[src/rtl/ppg_tc_pkg.sv]
package ppg_tc_pkg;

  typedef enum logic {
    ST_IDLE = 1'b0,
    ST_RUN  = 1'b1
  } runState_t;

  // strobes from the sequencer to the datapath
  typedef struct packed {
    logic run;      // sequence active
    logic advance;  // step the tick counter
    logic wrap;     // period boundary reached on this tick
    logic load;     // copy live config into the working set
  } ctlStrb_t;

endpackage

[src/rtl/ppg_phase_ctrl.sv]
module ppg_phase_ctrl
  import ppg_tc_pkg::*;
(
  input  logic     clk,
  input  logic     rst_n,
  input  logic     tickEn,
  input  logic     enable,
  input  logic     atEnd,
  output ctlStrb_t strb
);

  runState_t state, stateNxt;

  always_comb begin
    strb.run     = (state == ST_RUN);
    strb.advance = strb.run && tickEn && !atEnd;
    strb.wrap    = strb.run && tickEn && atEnd;
    strb.load    = !strb.run || (strb.wrap && enable);
    stateNxt     = state;
    if (state == ST_IDLE && tickEn && enable) stateNxt = ST_RUN;
    else if (strb.wrap && !enable)            stateNxt = ST_IDLE;
  end

  always_ff @(posedge clk or negedge rst_n) begin
    if (!rst_n) state <= ST_IDLE;
    else        state <= stateNxt;
  end


  stop_at_wrap_chk: assert property (@(posedge clk) disable iff (!rst_n)
    (strb.run && !tickEn) |=> strb.run);

endmodule

[src/rtl/ppg_phase_dp.sv]
module ppg_phase_dp
  import ppg_tc_pkg::*;
#(
  parameter int CNT_W      = 16,
  parameter int PER_MIN    = 244,
  parameter int PER_MAX    = 15624,
  parameter int MIN_WIN    = 50,
  parameter int CONV_TICKS = 60
) (
  input  logic             clk,
  input  logic             rst_n,
  input  logic             cfgWe,
  input  logic [1:0]       cfgAddr,
  input  logic [CNT_W-1:0] cfgData,
  input  ctlStrb_t         strb,
  output logic             atEnd,
  output logic [3:0]       sampleWin,
  output logic [3:0]       convStart,
  output logic             adcRst,
  output logic             led1En,
  output logic             led2En,
  output logic             fePwd
);

  localparam int EW = CNT_W + 3;
  localparam logic [CNT_W-1:0] P_LO = CNT_W'(PER_MIN);
  localparam logic [CNT_W-1:0] P_HI = CNT_W'(PER_MAX);
  localparam logic [CNT_W-1:0] W_LO = CNT_W'(MIN_WIN);
  localparam logic [EW-1:0]    TAIL = EW'(CONV_TICKS + 2);

  logic [CNT_W-1:0] perReg, onReg, perEff, winMax, winEff;
  logic [CNT_W-1:0] perS, winS, cnt;
  logic             dpdReg, dpdS;

  // live registers
  always_ff @(posedge clk or negedge rst_n) begin
    if (!rst_n) begin
      perReg <= P_HI;
      onReg  <= W_LO;
      dpdReg <= 1'b0;
    end else if (cfgWe) begin
      case (cfgAddr)
        2'd0:    perReg <= cfgData;
        2'd1:    onReg  <= cfgData;
        2'd2:    dpdReg <= cfgData[0];
        default: ;
      endcase
    end
  end

  // clamping of live values
  always_comb begin
    perEff = (perReg < P_LO) ? P_LO : (perReg > P_HI) ? P_HI : perReg;
    winMax = (perEff - CNT_W'(1)) >> 2;
    winEff = (onReg < W_LO) ? W_LO : (onReg > winMax) ? winMax : onReg;
  end

  // working set, reloaded only at boundaries or while idle
  always_ff @(posedge clk or negedge rst_n) begin
    if (!rst_n) begin
      perS <= P_HI;
      winS <= W_LO;
      dpdS <= 1'b0;
    end else if (strb.load) begin
      perS <= perEff;
      winS <= winEff;
      dpdS <= dpdReg;
    end
  end

  always_ff @(posedge clk or negedge rst_n) begin
    if (!rst_n)            cnt <= '0;
    else if (strb.wrap)    cnt <= '0;
    else if (strb.advance) cnt <= cnt + CNT_W'(1);
  end

  assign atEnd = (cnt == perS);

  logic [EW-1:0] cntX, winX;
  logic [EW-1:0] bnd [0:4];
  logic [3:0]    rstHit;

  assign cntX = EW'(cnt);
  assign winX = EW'(winS);

  for (genvar g = 0; g <= 4; g++) begin : g_bnd
    localparam logic [EW-1:0] MUL = EW'(g);
    assign bnd[g] = winX * MUL;
  end

  for (genvar k = 0; k < 4; k++) begin : g_phase
    assign sampleWin[k] = strb.run && (cntX >= bnd[k]) && (cntX < bnd[k+1]);
    assign rstHit[k]    = (cntX == bnd[k+1]);
    assign convStart[k] = strb.run && (cntX == bnd[k+1] + EW'(1));
  end

  assign adcRst = strb.run && (|rstHit);
  assign led1En = sampleWin[0];
  assign led2En = sampleWin[2];
  assign fePwd  = dpdS && (!strb.run || (cntX >= bnd[4] + TAIL));


  cnt_range_chk: assert property (@(posedge clk) disable iff (!rst_n)
    cnt <= perS);


  win_bound_chk: assert property (@(posedge clk) disable iff (!rst_n)
    (winS >= W_LO) && ((winX << 2) + EW'(2) <= EW'(perS) + EW'(1)));


  win_onehot_chk: assert property (@(posedge clk) disable iff (!rst_n)
    $onehot0(sampleWin));


  conv_after_rst_chk: assert property (@(posedge clk) disable iff (!rst_n)
    $rose(|convStart) |-> $past(adcRst));


  pwd_led_off_chk: assert property (@(posedge clk) disable iff (!rst_n)
    fePwd |-> (!led1En && !led2En));


  hold_cfg_chk: assert property (@(posedge clk) disable iff (!rst_n)
    (strb.run && !strb.wrap) |=> $stable(perS) && $stable(winS));

endmodule

[src/rtl/ppg_phase_timer.sv]
module ppg_phase_timer
  import ppg_tc_pkg::*;
#(
  parameter int TICK_HZ     = 1000000,
  parameter int MIN_RATE_HZ = 64,
  parameter int MAX_RATE_HZ = 4096,
  parameter int CNT_W       = 16,
  parameter int MIN_WIN     = 50,
  parameter int CONV_TICKS  = 60
) (
  input  logic             clk,
  input  logic             rst_n,
  input  logic             tickEn,
  input  logic             enable,
  input  logic             cfgWe,
  input  logic [1:0]       cfgAddr,
  input  logic [CNT_W-1:0] cfgData,
  output logic [3:0]       sampleWin,
  output logic [3:0]       convStart,
  output logic             adcRst,
  output logic             led1En,
  output logic             led2En,
  output logic             fePwd
);

  localparam int PER_MAX = TICK_HZ / MIN_RATE_HZ - 1;
  localparam int PER_MIN = (TICK_HZ + MAX_RATE_HZ - 1) / MAX_RATE_HZ - 1;

  ctlStrb_t strb;
  logic     atEnd;

  ppg_phase_ctrl u_ctrl (
    .clk    (clk),
    .rst_n  (rst_n),
    .tickEn (tickEn),
    .enable (enable),
    .atEnd  (atEnd),
    .strb   (strb)
  );

  ppg_phase_dp #(
    .CNT_W      (CNT_W),
    .PER_MIN    (PER_MIN),
    .PER_MAX    (PER_MAX),
    .MIN_WIN    (MIN_WIN),
    .CONV_TICKS (CONV_TICKS)
  ) u_dp (
    .clk       (clk),
    .rst_n     (rst_n),
    .cfgWe     (cfgWe),
    .cfgAddr   (cfgAddr),
    .cfgData   (cfgData),
    .strb      (strb),
    .atEnd     (atEnd),
    .sampleWin (sampleWin),
    .convStart (convStart),
    .adcRst    (adcRst),
    .led1En    (led1En),
    .led2En    (led2En),
    .fePwd     (fePwd)
  );

endmodule

[config.mk]
export PLATFORM = sky130hd
export DESIGN_NAME = ppg_phase_timer
export DESIGN_NICKNAME = d
export VERILOG_FILES = /design/src/rtl/ppg_tc_pkg.sv /design/src/rtl/ppg_phase_ctrl.sv /design/src/rtl/ppg_phase_dp.sv /design/src/rtl/ppg_phase_timer.sv
export SDC_FILE = /design/constraint.sdc
export NUM_CORES = 1
export LEC_CHECK = 0
export BUFFER_PORTS_ARGS = -buffer_cell sky130_fd_sc_hd__buf_4
export CORE_ASPECT_RATIO = 0.6
export CORE_MARGIN = 8
export CORE_UTILIZATION = 55
export CTS_BUF_LIST = sky130_fd_sc_hd__clkbuf_4 sky130_fd_sc_hd__clkbuf_8 sky130_fd_sc_hd__clkbuf_16
export DETAILED_ROUTE_END_ITERATION = 10
export MAX_ROUTING_LAYER = met4
export PLACE_DENSITY_LB_ADDON = 0.12
export SYNTH_ARGS = -nofsm -noshare
export SYNTH_HDL_FRONTEND = slang
export SYNTH_SLANG_ARGS = --single-unit
[constraint.sdc]
create_clock -name clk -period 8.5 [get_ports clk]
set_input_delay 0.425 -clock clk [delete_from_list [all_inputs] [get_ports clk]]
set_output_delay 0.425 -clock clk [all_outputs]
set_load 0.05 [all_outputs]
==> run_results.csv, run 1 <==
group,metric,value,unit
synthesis,synthTopCellsByArea,"dfrtp_1 (19%), ha_1 (17%), xnor2_1 (6.6%), dfstp_2 (5.7%), mux2_2 (4.6%)",
synthesis,synthTopCellsByCount,"ha_1 (115), nor2_1 (80), dfrtp_1 (65)",
final_layout,fin_nets,1104,
synthesis,netlist_instances,962,
setup_path,end_kind,"output pin",
timing,max_freq,180,MHz
pwr,pwr-share-comb,31.4,%
synthesis,synth_edf_count,0,
route,first_pass_iters,5,
synthesis,yosysUniqueCellTypes,75,
global_routing,overflow,0,
synthesis,ys_ff_latch,83,
setup_path,critical_path_class,"reg2out",
timing,setup_viol,0,
timing,fin_crit_sh,65.2,%
timing,grt_setup_unrepaired,"no",
floorplan,die-width,175,µm
floorplan,io_pins,35,
route,vias_per_cell,6.31,
global_routing,antenna_found_initial,0,
floorplan,start_util,55.3,%
clock_network,clkTransAtPathRegs,0.07,ns
pwr,swShare,36.5,%
timing,tns,0,ns
synthesis,yosysMostFrequentCell,"ha_1",
setup_path,worstPathRequired,8.08,ns
timing,period_minus_slack,5.54,ns
setup_path,crit_path_max_fanout,11,
timing,fin_worst_skew,0.00924,ns
status,status,"finished, final reports clean",
pwr,pwr-share-seq,39.8,%
place,portBuffers,34,
min_path,hp-class,"in2async",
synthesis,synth_area,8360,µm²
timing,whs,0.250,ns
timing,slew_headroom,29.3,%
final_layout,syn2layout_area_growth,7.67,%
floorplan,coreArea,15100,µm²
synthesis,synth-async-reset-ratio,100,%
clock_network,cts_tree,"built",
pwr,ir_drop,0.125,mV
synthesis,synth_ff_type,"dfrtp_1",
floorplan,num_rows,35,
clock_network,numCtsBuffers,9,
global_routing,grt_max_degree,84,
route,ant_nets,0,
place,place.gp.congestion,0.933,
route,vias,7407,
pwr,power.density,153,nW/µm²
clock_network,clock_path_buffers,2,
route,drt_iter0_drc,873,
final_layout,antenna_cells,0,
clock_network,cts_setup_buffers,0,
floorplan,die_y,111,µm
clock_network,cts-root-buf,"clkbuf_16",
timing,worstMarginPinSlew,1.05,ns
setup_path,start_kind,"flop",
pwr,leakage,4.10,nW
job,drv_cap,0,
pwr,pwr-share-clk,28.8,%
timing,layout_setup_ws,2.96,ns
clock_network,ctsHoldBuffers,0,
global_routing,track_usage,26.7,%
final_layout,drive_gt1_share,12.9,%
synthesis,synth-seq-area-share,25.1,%
synthesis,yosysWarningCount,0,
pwr,p_sw,502,µW
floorplan,die-area,19500,µm²
synthesis,synth_top_area_share,19.5,%
clock_network,clk_latency,0.35,ns
global_routing,grt_pass1_vias,6897,
timing,slew_viol_final,0,
synthesis,synth.largest_area_cell,"dfrtp_1",
pwr,p_int,872,µW
timing,hold_viol,0,
route,drc_errors,0,
pwr,power,1.37,mW
place,hpwlAfterDp,19600,µm
route,routed_wirelength,25300,µm
place,pre_cts_slack,3.44,ns
clock_network,cts-resized-gates,0,
route,wire_per_inst,21.5,µm
clock_network,htreeDepth,3,
synthesis,avgSynthCellArea,8.69,µm²
global_routing,grt_pass1_wl,40100,µm
setup_path,critPathArrivalTime,5.12,ns
clock_network,clkSinkCount,83,
final timing paths:
kind,to,depth (start not counted),slack [ns],start
hold / removal,u_dp.perReg[14],1,0.25,rst_n
setup / recovery,sampleWin[3],16,2.96,u_dp.winS[0]
hold reg to reg,u_dp.dpdS,2,0.48,u_dp.dpdReg
setup reg to reg,u_dp.winS[1],17,3.38,u_dp.perReg[2]
min in group clk,u_dp.perReg[9],3,0.30,cfgData[9]
max in group asynchronous,u_dp.winS[9],1,7.56,rst_n
sequential cells by signal (all words and copies together), names as in the netlist:
signal and count:
u_dp.onReg 16, u_dp.cnt 16, u_dp.perS 16, u_dp.dpdS 1
u_dp.winS 16, u_dp.perReg 16, u_ctrl.state 1, u_dp.dpdReg 1
cell type report:
| class | count | area [µm²] |
|---|---|---|
| clock buffers | 10 | 233 |
| clock inverters | 6 | 66.3 |
| fillers | 1375 | 6110 |
| inverters | 57 | 214 |
| multi-input cells | 777 | 5850 |
| flip-flops and latches | 83 | 2100 |
| well taps | 203 | 254 |
| repair buffers | 37 | 278 |
stage by stage:
stage          utilization, %  area, µm²  cells
6_report                 59.6       9000   1173
5_1_grt                  59.6       9000   1173
4_1_cts                  59.6       9000   1173
3_5_place_dp             57.6       8700   1157
3_3_place_gp             57.6       8700   1157
2_1_floorplan               -       8360    963
cell usage in the layout (no fill, tap or decap), drive strengths merged, types with 8 or more instances in the layout:
cell,count
ha,115
xnor2,64
mux2i,10
o211ai,9
buf,37
nand2,52
and2,11
a21oi,46
a21o,23
o21a,22
nor3,19
mux2,34
inv,57
nand3,29
xor2,27
nor2,80
dfstp,18
o21ai,39
dfrtp,65
clkbuf,10
nand2b,9
nor4,16
a31oi,8
nor2b,11
nand4,42
critical path: stages, from the launching register on:
cell	delay, ns
dfrtp_1	0.54
ha_1	0.40
fa_1	0.43
a211o_1	0.33
and3_1	0.24
a2111oi_0	0.64
nor2_1	0.13
xor2_1	0.42
inv_1	0.09
ha_1	0.31
a21o_1	0.16
a21oi_1	0.16
o21ai_0	0.11
a21o_1	0.21
o221a_2	0.29
o311a_1	0.12
buf_4	0.19
power by group through the flow:
stage / clock [mW] / combinational (mW) / sequential, mW
2_1_floorplan: 0 / 0.335 / 0.488
3_5_place_dp: 0 / 0.415 / 0.549
3_3_place_gp: 0 / 0.414 / 0.549
6_report: 0.396 / 0.432 / 0.546
5_1_grt: 0.419 / 0.476 / 0.553
4_1_cts: 0.400 / 0.421 / 0.543
metal layers:
metal	up-vias	global-route usage, %	routed length [µm]
li1	3496	-	-
met1	3569	41.9	13100
met5	-	-	0
met3	18	8.72	2810
met4	0	3.77	167
met2	324	31.9	9150
logic make-up (layout without fill, tap and decap cells):
kind of cell	after synthesis	after routing	share of synthesized area (%)
flops	83	83	25.1
buf+inv	103	110	5.02
other cells	1	2	0.0449
compound gates	210	210	17.2
mux	44	44	5.78
fa+ha+maj	116	116	17.5
simple gates	314	314	19.6
xor+xnor	91	91	9.72
Note: power is estimated with default switching activity, not from simulation.
==> run 2, diff against run 1 <==
Clock period 8.5 ns to 4.6 ns, I/O delays scaled along.
==> run_results.csv, run 2 (synthesis gave the netlist of run 1 again) <==
group,metric,value,unit
final_layout,fin_cells,1228,
route,drc_errors,0,
setup_path,critPathTopFamily,"compound AO/OA/AOI/OAI gates",
floorplan,coreArea,15100,µm²
timing,slew_viol_final,0,
final_layout,layout_commonest_cell,"ha_1",
final_layout,antenna_cells,0,
final_layout,multi_input_area,5990,µm²
setup_path,cpPeakStageDelay,0.58,ns
timing,period_minus_slack,4.52,ns
route,vias_per_cell,6.25,
place,portBuffers,34,
final_layout,layout_common_cells,"ha_1 (111), buf_4 (88), nor2_1 (77)",
floorplan,die-width,175,µm
setup_path,crit_path_max_fanout,6,
pwr,ir_drop,0.194,mV
global_routing,overflow,0,
place,place.gp.congestion,0.966,
setup_path,critical_path_class,"reg2out",
timing,worstMarginPinSlew,0.945,ns
floorplan,io_pins,35,
global_routing,grt_max_degree,75,
setup_path,r2r-start,"u_dp.perReg[6]",
setup_path,cp.depth,14,
floorplan,start_util,55.3,%
floorplan,die_y,111,µm
pwr,power.density,267,nW/µm²
min_path,holdPathEnd,"u_dp.perReg[8]",
floorplan,num_rows,35,
global_routing,busiest_layer,"met1",
clock_network,numCtsBuffers,9,
final_layout,syn2layout_area_growth,14.3,%
global_routing,grt_pass1_wl,40700,µm
global_routing,use_met3,9.53,%
setup_path,worstPathRequired,4.37,ns
timing,whs,0.109,ns
place,hpwlAfterDp,20400,µm
setup_path,path_common_cell,"buf_6",
global_routing,track_usage,27.0,%
route,drt_iter0_drc,923,
setup_path,r2r_slack,0.15,ns
global_routing,gr-usage-met1,42.1,%
status,status,"finished, final reports clean",
timing,setup_viol,0,
place,dp.cells,1198,
route,vias,7679,
setup_path,end_kind,"output pin",
setup_path,start_kind,"flop",
final_layout,seqCellArea,2100,µm²
clock_network,clkTransAtPathRegs,0.06,ns
setup_path,worstRegToRegCells,17,
setup_path,crit_chain,"inv_1, ha_4, a211oi_4, buf_6, buf_4, o21ai_1, a21o_1, a221o_1, or4_1, a211o_1, nand3_1, or4b_4, a221oi_2, buf_6",
route,wire_per_inst,21.4,µm
global_routing,met2_usage,31.9,%
global_routing,grt_pass1_vias,6986,
job,drv_cap,0,
clock_network,htreeDepth,3,
timing,slew_headroom,36.8,%
min_path,hp-class,"in2reg",
final_layout,fin_nets,1159,
clock_network,cts_tree,"built",
setup_path,r2r_end,"u_dp.winS[1]",
floorplan,die-area,19500,µm²
min_path,whs_path_depth,3,
route,first_pass_iters,8,
global_routing,antenna_found_initial,0,
pwr,leakage,4.36,nW
timing,fin_crit_sh,98.3,%
min_path,hp-start,"cfgData[8]",
timing,hold_viol,0,
clock_network,cts-root-buf,"clkbuf_16",
timing,fin_worst_skew,0.00691,ns
clock_network,clkSinkCount,83,
route,routed_wirelength,26300,µm
route,ant_nets,0,
final_layout,nFillCells,1283,
timing,max_freq,221,MHz
timing,grt_setup_unrepaired,"yes",
setup_path,crit_slowest_cell,"dfstp_2",
setup_path,critPathBufInv,4,
setup_path,critPathArrivalTime,4.29,ns
final_layout,drive_gt1_share,19.5,%
clock_network,clk_latency,0.34,ns
clock_network,clock_path_buffers,2,
run 2: cell types whose count changed in the layout (fill, tap and decap cells not counted), sizes merged:
cell / previous run / this run
clkbuf: 10 / 11
buf: 37 / 91
bufinv: 1 / 0
dlygate4sd3: 0 / 1
clkinvlp: 3 / 4
clkinv: 2 / 1
run 2: cell type report:
cell class	count	share of cell area (%)
Clock buffer	11	2.58
Clock inverter	5	0.406
Inverter	57	2.24
Multi-Input combinational cell	777	62.8
Sequential cell	83	22.0
Tap cell	203	2.66
Timing Repair Buffer	92	7.37
run 2: worst max-delay path by stage:
stage	from	end	slack [ns]
final	u_dp.winS[1]	convStart[2]	0.08
after global routing	u_dp.winS[0]	led2En	-0.03
after CTS	u_dp.winS[1]	convStart[2]	0.009
after detailed placement	u_dp.perReg[6]	u_dp.winS[0]	0.08
after global placement	u_dp.perReg[2]	u_dp.winS[0]	0.21
after floorplan	u_dp.winS[0]	sampleWin[2]	0.05
run 2: power breakdown:
part | total, mW | switching (mW) | internal (mW)
combinational | 0.874 | 0.463 | 0.410
sequential | 0.984 | 0.166 | 0.818
clock | 0.693 | 0.306 | 0.387
total | 2.55 | 0.935 | 1.62
run 2: metal layers:
layer  part of all wire (%)  routed length (µm)
met5                      0                   0
met4                    1.1                 289
met3                     12                3260
met2                     36                9510
met1                     50               13200
run 2: stage by stage:
stage / area [µm²] / utilization, % / setup TNS [ns] / setup slack, ns / power (mW)
4_1_cts: 9350 / 61.9 / 0 / 0.00883 / 2.50
2_1_floorplan: 8360 / - / 0 / 0.0467 / 1.52
5_1_grt: 9550 / 63.2 / -0.125 / -0.0341 / 2.69
6_report: 9550 / 63.2 / 0 / 0.0771 / 2.55
3_5_place_dp: 9010 / 59.6 / 0 / 0.0803 / 1.80
3_3_place_gp: 9010 / 59.6 / 0 / 0.211 / 1.79
run 2: repair_timing:
item	in CTS	in global routing
cloned	0	0
setup buffers	4	9
endpoints found under the hold margin	9	0
setup endpoints to repair	4	19
resized for setup	6	28
hold buffers	1	0
pin swaps	3	8
run 2: tightest hold or removal path, cell delays in order:
cell and delay, ns:
buf_4 0.08, nand2_1 0.04, o21ai_0 0.06
==> run 3, diff against run 2 <==
Clock period 4.6 ns to 5.4 ns, I/O delays scaled along.
==> run_results.csv, run 3 (synthesis gave the netlist of run 1 again) <==
group,metric,value,unit
status,status,"finished, final reports clean",
min_path,hp-start,"cfgData[8]",
setup_path,cp-startpoint,"u_dp.winS[0]",
global_routing,antenna_found_initial,0,
setup_path,crit_path_max_fanout,11,
timing,tns,0,ns
pwr,power.density,239,nW/µm²
timing,slew_viol_final,0,
final_layout,syn2layout_area_growth,8.80,%
timing,fin_worst_skew,0.00938,ns
setup_path,end_kind,"output pin",
floorplan,io_pins,35,
floorplan,coreArea,15100,µm²
floorplan,die-width,175,µm
global_routing,overflow,0,
route,drc_errors,0,
place,pre_cts_slack,0.592,ns
global_routing,grt_pass1_wl,40500,µm
setup_path,crit_chain,"ha_1, fa_1, a211o_1, and3_1, a2111oi_1, nor2_1, xor2_1, buf_4, inv_1, ha_1, a21o_1, a21oi_1, o21ai_0, a21o_1, o221a_2, o311a_1, buf_4",
setup_path,critPathBufInv,3,
clock_network,clkTransAtPathRegs,0.06,ns
min_path,holdPathEnd,"u_dp.perReg[8]",
clock_network,clk_latency,0.34,ns
route,routed_wirelength,25700,µm
place,place_area,8770,µm²
timing,grt_setup_unrepaired,"no",
setup_path,critical_path_class,"reg2out",
timing,setup_viol,0,
floorplan,start_util,55.3,%
final_layout,nFillCells,1377,
global_routing,grt_pass1_vias,6968,
timing,period_minus_slack,5.16,ns
timing,layout_setup_ws,0.236,ns
clock_network,clkSinkCount,83,
floorplan,num_rows,35,
clock_network,cts_tree,"built",
place,portBuffers,34,
route,first_pass_iters,5,
place,place.gp.congestion,0.957,
setup_path,crit_slowest_cell,"dfrtp_1",
clock_network,htreeDepth,3,
setup_path,r2r_end,"u_dp.winS[6]",
route,vias_per_cell,6.30,
setup_path,start_kind,"flop",
timing,hold_viol,0,
clock_network,numCtsBuffers,9,
setup_path,critPathTopFamily,"compound AO/OA/AOI/OAI gates",
final_layout,drive_gt1_share,13.8,%
route,vias,7465,
route,wire_per_inst,21.7,µm
final_layout,fin_nets,1115,
timing,fin_crit_sh,95.6,%
final_layout,fin_cells,1184,
job,drv_cap,0,
setup_path,critPathArrivalTime,4.89,ns
setup_path,worstRegToRegCells,18,
final_layout,antenna_cells,0,
floorplan,die_y,111,µm
pwr,leakage,4.15,nW
setup_path,cp.depth,17,
setup_path,r2r_slack,0.58,ns
final_layout,layout_commonest_cell,"ha_1",
timing,max_freq,194,MHz
timing,worstMarginPinSlew,0.913,ns
min_path,hp-class,"in2reg",
pwr,ir_drop,0.234,mV
global_routing,track_usage,27.0,%
timing,slew_headroom,37.6,%
global_routing,grt_max_degree,58,
setup_path,r2r-start,"u_dp.perReg[2]",
final_layout,layout_common_cells,"ha_1 (115), nor2_1 (80), dfrtp_1 (65)",
floorplan,die-area,19500,µm²
timing,whs,0.151,ns
setup_path,worstPathRequired,5.13,ns
setup_path,cpPeakStageDelay,0.52,ns
route,drt_iter0_drc,870,
final_layout,stdcell_area,9090,µm²
clock_network,cts-root-buf,"clkbuf_16",
route,ant_nets,0,
place,dp.cells,1167,
place,hpwlAfterDp,20400,µm
min_path,whs_path_depth,3,
clock_network,clock_path_buffers,2,
==> run 3: changes by cell type in the layout (fill, tap and decap cells not counted), sizes merged <==
cell and change:
buf -44, bufinv +1, inv +1, clkinv -1
clkinvlp -1
==> run 3: per-layer routing <==
layer	up-vias	GRT usage [%]	share of wire, %
li1	3529	-	-
met4	0	2.76	0.47
met2	358	32.2	36
met3	13	9.19	13
met5	-	-	0
met1	3565	42.6	51
==> run 3: through the flow <==
stage | util, % | power [mW]
after floorplan | - | 1.30
after global placement | 58.1 | 1.53
after detailed placement | 58.1 | 1.52
after CTS | 60.2 | 2.16
after global routing | 60.2 | 2.29
final | 60.2 | 2.18
==> run 3: how the worst max path moves through the flow <==
stage | end | slack [ns]
after global placement | sampleWin[3] | 0.67
final | sampleWin[3] | 0.24
after floorplan | sampleWin[2] | 0.81
after CTS | sampleWin[3] | 0.19
after detailed placement | sampleWin[3] | 0.59
after global routing | sampleWin[3] | 0.02
==> run 3: layout make-up <==
type | instances | area [µm²] | area share (%)
Multi-Input combinational cell | 777 | 5850 | 64.4
Clock inverter | 5 | 61.3 | 0.674
Tap cell | 203 | 254 | 2.79
Sequential cell | 83 | 2100 | 23.1
Clock buffer | 11 | 246 | 2.71
Inverter | 57 | 214 | 2.35
Timing Repair Buffer | 48 | 363 | 3.99
==> run 3: power breakdown <==
group	switching, mW	total (mW)	internal (mW)
clock network	0.256	0.634	0.378
registers	0.164	0.861	0.696
logic	0.365	0.682	0.317
total	0.786	2.18	1.39
==> run 3: tightest hold or removal path: stages <==
cell and delay [ns]:
buf_4 0.08, nand2_1 0.04, o21ai_0 0.06
==> run 3: repair_timing <==
item                                    CTS  global route
endpoints found under the hold margin    20             0
hold buffers                              1             0
setup buffers                             0             0
endpoints found under the setup margin    0             3
resized for setup                         0             1
